$ cat src/rtl/trig_count_pkg.sv
// Shared definitions for the trigger edge counting unit.
// Assumes: command codes are fixed by the sequencer's instruction encoding.
package trig_count_pkg;
    typedef enum logic [2:0] {
        OP_CLEAR  = 3'd0,
        OP_SNAP   = 3'd1,
        OP_STORE  = 3'd2,
        OP_TEST   = 3'd3,
        OP_BRANCH = 3'd4
    } cnt_op_e;
endpackage

$ cat src/rtl/trig_edge_det.sv
// Brings one asynchronous trigger into the clock domain through a flop chain
// and flags a rising edge for one cycle.
// Assumes: STAGES >= 2; a trigger stays high and low for at least one clock each.
module trig_edge_det #(
    parameter int STAGES = 2
) (
    input  logic clk,
    input  logic rst_n,
    input  logic trig_in,
    output logic rise
);
    logic [STAGES-1:0] sync_q;
    logic              prev_q;

    // synchronizer chain plus one delayed copy used for edge detection
    always_ff @(posedge clk) begin
        if (!rst_n) begin
            sync_q <= '0;
            prev_q <= 1'b0;
        end else begin
            sync_q[0] <= trig_in;
            for (int i = 1; i < STAGES; i++) sync_q[i] <= sync_q[i-1];
            prev_q <= sync_q[STAGES-1];
        end
    end

    assign rise = sync_q[STAGES-1] & ~prev_q;
endmodule

$ cat src/rtl/trig_chan_regs.sv
// Per-channel storage: edge counter, snapshot register and threshold register.
// Assumes: a clear has priority over an increment arriving in the same cycle.
module trig_chan_regs #(
    parameter int CW = 32
) (
    input  logic          clk,
    input  logic          rst_n,
    input  logic          rise,
    input  logic          clr,
    input  logic          snap,
    input  logic          thr_ld,
    input  logic [CW-1:0] thr_val,
    output logic [CW-1:0] cnt_o,
    output logic [CW-1:0] snap_o,
    output logic [CW-1:0] thr_o
);
    // counter: clear wins, otherwise step on each detected edge, wrapping
    always_ff @(posedge clk) begin
        if (!rst_n)    cnt_o <= '0;
        else if (clr)  cnt_o <= '0;
        else if (rise) cnt_o <= cnt_o + 1'b1;
    end

    // snapshot: capture the counter as held before this edge
    always_ff @(posedge clk) begin
        if (!rst_n)    snap_o <= '0;
        else if (snap) snap_o <= cnt_o;
    end

    // threshold: loaded directly from the threshold write port
    always_ff @(posedge clk) begin
        if (!rst_n)      thr_o <= '0;
        else if (thr_ld) thr_o <= thr_val;
    end
endmodule

$ cat src/rtl/trig_mem_writer.sv
// Holds one memory write with valid/ready handshake and the address
// accumulator that steps by one on every accepted write.
// Assumes: start is only raised while no write is pending.
module trig_mem_writer #(
    parameter int AW = 16,
    parameter int CW = 32
) (
    input  logic          clk,
    input  logic          rst_n,
    input  logic          start,
    input  logic [CW-1:0] start_data,
    input  logic          acc_load,
    input  logic [AW-1:0] acc_value,
    input  logic          mem_wr_ready,
    output logic          mem_wr_valid,
    output logic [AW-1:0] mem_wr_addr,
    output logic [CW-1:0] mem_wr_data,
    output logic [AW-1:0] acc_o
);
    logic accepted;
    assign accepted = mem_wr_valid & mem_wr_ready;

    // pending flag: set on start, cleared by the handshake
    always_ff @(posedge clk) begin
        if (!rst_n)        mem_wr_valid <= 1'b0;
        else if (start)    mem_wr_valid <= 1'b1;
        else if (accepted) mem_wr_valid <= 1'b0;
    end

    // write payload: frozen from start until accepted
    always_ff @(posedge clk) begin
        if (!rst_n) begin
            mem_wr_addr <= '0;
            mem_wr_data <= '0;
        end else if (start) begin
            mem_wr_addr <= acc_o;
            mem_wr_data <= start_data;
        end
    end

    // accumulator: load wins over the post-write step
    always_ff @(posedge clk) begin
        if (!rst_n)        acc_o <= '0;
        else if (acc_load) acc_o <= acc_value;
        else if (accepted) acc_o <= acc_o + 1'b1;
    end
endmodule

$ cat src/rtl/trig_count_unit.sv
// Trigger edge counting unit: NCH synchronized edge counters driven by a
// one-cycle command port (clear, snapshot, store, test, branch). A store
// stalls instruction fetch until memory accepts the write.
// Assumes: NCH is a power of two; commands arrive while the stall is high are dropped.
module trig_count_unit
    import trig_count_pkg::*;
#(
    parameter int NCH    = 8,
    parameter int CW     = 32,
    parameter int AW     = 16,
    parameter int STAGES = 2,
    localparam int CHW   = (NCH > 1) ? $clog2(NCH) : 1
) (
    input  logic           clk,
    input  logic           rst_n,
    input  logic [NCH-1:0] trig_in,
    input  logic           cmd_valid,
    input  logic [2:0]     cmd_op,
    input  logic [CHW-1:0] cmd_chan,
    input  logic           thr_load,
    input  logic [CHW-1:0] thr_chan,
    input  logic [CW-1:0]  thr_value,
    input  logic           acc_load,
    input  logic [AW-1:0]  acc_value,
    input  logic           mem_wr_ready,
    output logic           fetch_stall,
    output logic           branch_taken,
    output logic           cmp_flag,
    output logic           mem_wr_valid,
    output logic [AW-1:0]  mem_wr_addr,
    output logic [CW-1:0]  mem_wr_data
);
    logic [NCH-1:0]         rise;
    logic [NCH-1:0][CW-1:0] cnt_q;
    logic [NCH-1:0][CW-1:0] lat_q;
    logic [NCH-1:0][CW-1:0] thr_q;
    logic [AW-1:0]          acc_q;
    logic                   accept;
    logic                   do_clr, do_snap, do_store, do_test, do_branch;
    logic [CW-1:0]          snap_sel, thr_sel;

    // command acceptance and decode: nothing acts while a write is pending
    always_comb begin
        accept    = cmd_valid & ~mem_wr_valid;
        do_clr    = accept & (cmd_op == OP_CLEAR);
        do_snap   = accept & (cmd_op == OP_SNAP);
        do_store  = accept & (cmd_op == OP_STORE);
        do_test   = accept & (cmd_op == OP_TEST);
        do_branch = accept & (cmd_op == OP_BRANCH);
    end

    // one synchronizer, edge detector and register set per channel
    for (genvar g = 0; g < NCH; g++) begin : g_chan
        trig_edge_det #(.STAGES(STAGES)) u_edge (
            .clk     (clk),
            .rst_n   (rst_n),
            .trig_in (trig_in[g]),
            .rise    (rise[g])
        );
        trig_chan_regs #(.CW(CW)) u_regs (
            .clk     (clk),
            .rst_n   (rst_n),
            .rise    (rise[g]),
            .clr     (do_clr  & (cmd_chan == CHW'(g))),
            .snap    (do_snap & (cmd_chan == CHW'(g))),
            .thr_ld  (thr_load & (thr_chan == CHW'(g))),
            .thr_val (thr_value),
            .cnt_o   (cnt_q[g]),
            .snap_o  (lat_q[g]),
            .thr_o   (thr_q[g])
        );
    end

    // selected channel operands for the shared comparator and the store path
    always_comb begin
        snap_sel = lat_q[cmd_chan];
        thr_sel  = thr_q[cmd_chan];
    end

    // shared flag: takes the result of each test command
    always_ff @(posedge clk) begin
        if (!rst_n)       cmp_flag <= 1'b0;
        else if (do_test) cmp_flag <= (snap_sel >= thr_sel);
    end

    trig_mem_writer #(.AW(AW), .CW(CW)) u_wr (
        .clk          (clk),
        .rst_n        (rst_n),
        .start        (do_store),
        .start_data   (snap_sel),
        .acc_load     (acc_load),
        .acc_value    (acc_value),
        .mem_wr_ready (mem_wr_ready),
        .mem_wr_valid (mem_wr_valid),
        .mem_wr_addr  (mem_wr_addr),
        .mem_wr_data  (mem_wr_data),
        .acc_o        (acc_q)
    );

    assign fetch_stall  = mem_wr_valid;
    assign branch_taken = do_branch & cmp_flag;
endmodule

$ cat config.mk
export PLATFORM = sky130hd
export DESIGN_NAME = trig_count_unit
export DESIGN_NICKNAME = d
export VERILOG_FILES = /design/src/rtl/trig_count_pkg.sv /design/src/rtl/trig_edge_det.sv /design/src/rtl/trig_chan_regs.sv /design/src/rtl/trig_mem_writer.sv /design/src/rtl/trig_count_unit.sv
export SDC_FILE = /design/constraint.sdc
export NUM_CORES = 2
export LEC_CHECK = 0
export ABC_AREA = 1
export BUFFER_PORTS_ARGS = -buffer_cell sky130_fd_sc_hd__buf_2
export CAP_MARGIN = 5
export CORE_MARGIN = 2
export CORE_UTILIZATION = 35
export CTS_CLUSTER_DIAMETER = 80
export DETAILED_ROUTE_END_ITERATION = 10
export REMOVE_ABC_BUFFERS = 1
export SETUP_SLACK_MARGIN = 0.1
export SLEW_MARGIN = 15
export SYNTH_ARGS = -nofsm -noshare
export SYNTH_HDL_FRONTEND = slang
export SYNTH_HIERARCHICAL = 1
export SYNTH_SLANG_ARGS = --single-unit
$ cat constraint.sdc
create_clock -name clk -period 2.7 [get_ports clk]
set_input_delay 0.54 -clock clk [delete_from_list [all_inputs] [get_ports clk]]
set_output_delay 0.54 -clock clk [all_outputs]
set_load 0.005 [all_outputs]
==> impl_metrics.env <==
export IMPL_die_x_um=340.3
export IMPL_period_needed_ps=2542
export IMPL_overflow=0
export IMPL_io_buffers=122
export IMPL_power_density_nw_per_um2=606.4
export IMPL_synth_top_family_by_area="simple AND/OR/NAND/NOR gates"
export IMPL_async_flop_share_pct=0
export IMPL_dp_hpwl_um=96790
export IMPL_grt_first_pass_wirelength_um=207400
export IMPL_avgSynthCellArea_sq_um=7.040
export IMPL_synthAdderAreaFrac_pct=1.296
export IMPL_hp_class="input port to flop"
export IMPL_arrival_ps=3100
export IMPL_critPathTopFamily="simple AND/OR/NAND/NOR gates"
export IMPL_path_class="flop to flop"
export IMPL_cp_endpoint="g_chan[7].u_regs/snap_o[30]"
export IMPL_max_cap_violations=0
export IMPL_syn_area_sq_um=39590
export IMPL_pwr_share_clk_pct=47.9
export IMPL_synth_simple_area_share_pct=33.22
export IMPL_yosysTopAreaCell="dfxtp_1"
export IMPL_drc_errors=0
export IMPL_nets=5907
export IMPL_sw_frac_of_total_pct=24.01
export IMPL_die_area_sq_um=115800
export IMPL_place_inst=7194
export IMPL_grt_max_degree=114
export IMPL_worst_path_max_delay_cell="inv_1"
export IMPL_hold_depth=3
export IMPL_synth_edf_count=0
export IMPL_via_count=38036
export IMPL_synth_common_cells="1354 x nor2_1, 968 x nand2_1, 858 x dfxtp_1, 652 x o21ai_0, 321 x a21oi_1"
export IMPL_syn_to_final_growth_pct=17.37
export IMPL_via_per_inst=5.157
export IMPL_r2r_slack_ps=160
export IMPL_wire_per_inst_um=18.40
export IMPL_startpoint="u_wr/mem_wr_valid"
export IMPL_r2r_end="g_chan[7].u_regs/snap_o[30]"
export IMPL_clkSinkCount=858
export IMPL_slew_viol_final=0
export IMPL_die_y_um=340.3
export IMPL_ys_ff_latch=858
export IMPL_synth_compound_area_share_pct=15.57
export IMPL_core_area_sq_um=112300
export IMPL_synthXorXnorAreaFrac_pct=0.2876
export IMPL_syn_inst=5623
export IMPL_p_switching_mw=6.763
export IMPL_ff2ff_path_depth=10
export IMPL_leakage_nw=19.66
export IMPL_critPathLaunchType="flop"
export IMPL_hold_viol_final=0
export IMPL_max_stage_delay_ps=390
export IMPL_nFillCells=11694
export IMPL_path_buf_inv=4
export IMPL_relSlewSlack_pct=49.42
export IMPL_pin_count=123
export IMPL_cp_required_ps=3260
export IMPL_critPathMostFrequentCell="nor2_1"
export IMPL_wirelength_um=135700
export IMPL_worst_slew_pin_slew_ps=758.7
export IMPL_clock_latency_ps=680
export IMPL_yosysSeqAreaShare_pct=43.39
export IMPL_path_clk_slew_ps=60
export IMPL_dr_pass1_iters=6
export IMPL_htreeDepth=3
export IMPL_start_util_pct=35.24
export IMPL_multiInputGateArea_sq_um=20030
export IMPL_grt_usage_pct=22.67
export IMPL_drive_gt1_share_pct=13.94
export IMPL_ir_drop_uv=474.5
export IMPL_path_max_fanout=10
export IMPL_cts_tree="yes"
export IMPL_cts_path_max_buffers=3
export IMPL_ant_nets=0
export IMPL_combPwrFrac_pct=5.9
export IMPL_cts_buffers_inserted=94
export IMPL_crit_chain="inv_1, nand2_1, nor2_1, nand3_1, buf_4, nor3_4, clkinvlp_4, buf_4, nor2_1, nor2_1"
export IMPL_row_count=123
export IMPL_cp_end_kind="flop"
export IMPL_ff_latch_area_sq_um=17180
export IMPL_antenna_found_initial=6
export IMPL_yosys_warnings=6
export IMPL_use_met1_pct=31.44
export IMPL_finalSetupViolCount=0
export IMPL_dr_first_iter_drc_count=3765
export IMPL_clock_tree_root_cell="clkbuf_16"
export IMPL_use_met2_pct=35.67
export IMPL_yosys_mux_area_fraction_pct=0
export IMPL_timing_fmax_mhz=393.4
export IMPL_grt_busiest_layer="met2"
export IMPL_yosysUniqueCellTypes=41
export IMPL_grtUsageMet3_pct=4.027
export IMPL_grt_pass1_vias=34691
export IMPL_internal_power_mw=21.41
export IMPL_synth_most_common_cell="nor2_1"
export IMPL_fin_util_pct=41.36
export IMPL_rsz0062_at_grt="yes"
export IMPL_netlist_area_leader_share_pct=43.39
export IMPL_seqPwrFrac_pct=46.2
export IMPL_fin_cells=7375
export IMPL_cp_num_cells=10
export IMPL_fin_skew_ps=29.83
export IMPL_synth_area_leaders="dfxtp_1 43%, nor2_1 13%, nand2_1 9.2%"
export IMPL_worstReg2RegStart="u_wr/mem_wr_valid"
export IMPL_gp_congestion=0.9477
export IMPL_outcome="complete, no violations"
export IMPL_fin_crit_sh_pct=94.14
export IMPL_synth_ff_type="dfxtp_1"
cell type report:
type                    instances  share of cell area, %
repair inverters                1                0.01616
clock buffers                 132                  5.897
inverters                     354                  2.876
multi-input cells            4137                  43.12
clock inverters                43                  1.085
diodes                          1               0.005386
flip-flops and latches        858                  36.97
well taps                    1500                  4.039
repair buffers                349                  5.994
routing by layer:
layer  share of wire, %  vias up
met5              0.027        -
met4                3.0        6
li1                   -    18768
met3                7.3      215
met1                 45    17779
met2                 44     1268
logic make-up after synthesis:
kind of cell | after synthesis
and+or+nand+nor | 2943
AOI/OAI and AO/OA | 1140
DFF | 858
buffers and inverters | 628
adders and majority gates | 41
xor gates and xnor gates | 13
worst min-delay path by stage:
| stage | slack [ps] | to | startpoint |
|---|---|---|---|
| after floorplan | 390 | g_chan[0].u_edge/sync_q[1] | g_chan[0].u_edge/sync_q[0] |
| after global placement | 390 | g_chan[3].u_edge/sync_q[1] | g_chan[3].u_edge/sync_q[0] |
| after detailed placement | 390 | g_chan[5].u_edge/sync_q[1] | g_chan[5].u_edge/sync_q[0] |
| after CTS | 30 | g_chan[2].u_edge/sync_q[0] | trig_in[2] |
| after global routing | 40 | g_chan[3].u_edge/sync_q[0] | trig_in[3] |
| final | 60 | g_chan[3].u_edge/sync_q[0] | trig_in[3] |
registers in the layout, indices dropped and copies added (netlist names):
signal and cells:
g_chan.u_regs/cnt_o 256, g_chan.u_regs/snap_o 256, g_chan.u_regs/thr_o 256, u_wr/mem_wr_data 32
g_chan.u_edge/sync_q 16, u_wr/acc_o 16, u_wr/mem_wr_addr 16, g_chan.u_edge/prev_q 8
cmp_flag 1, u_wr/mem_wr_valid 1
cell usage in the layout (no fill, tap or decap), types with 70 or more instances in the layout:
master / n
nor2_1: 1344
nand2_1: 968
dfxtp_1: 858
o21ai_0: 652
a21oi_1: 321
inv_1: 319
buf_4: 190
nand3_1: 167
nand4_1: 129
buf_2: 120
clkbuf_16: 98
nor2_2: 84
a22oi_1: 77
nor2_4: 70
power groups by stage:
stage | Clock (mW) | Combinational, mW | Sequential [mW]
floorplan | 0 | 0.706 | 13.3
global placement | 0 | 1.61 | 13.3
detailed placement | 0 | 1.62 | 13.3
CTS | 13.7 | 1.63 | 13.0
global route | 14.2 | 1.80 | 13.0
finish | 13.5 | 1.66 | 13.0
worst register-to-register path: cells and delay by family, from the launching register on:
family | cells | cell delay (ps)
simple gates | 6 | 1190
buf+inv | 4 | 950
flops | 1 | 310
what timing repair did:
item | 4_1_cts | 5_1_grt
resized for setup | 0 | 6
buffers inserted | 0 | 4
hold buffers | 0 | 0
setup endpoints to repair | 0 | 2
metrics by stage:
step | hold WS [ps] | setup slack, ps | instance area [sq um] | setup TNS (ps) | total power [mW]
after floorplan | 385.6 | -5074 | 38450 | -1333530 | 13.96
after global placement | 387.9 | -454.8 | 43160 | -1234 | 14.91
after detailed placement | 394.9 | -465.9 | 43160 | -1248 | 14.92
after CTS | 25.75 | 227.3 | 46400 | 0 | 28.36
after global routing | 44.88 | 99.43 | 46460 | 0 | 29.09
final | 55.43 | 158.2 | 46460 | 0 | 28.17
(Power assumes the default switching activity.)
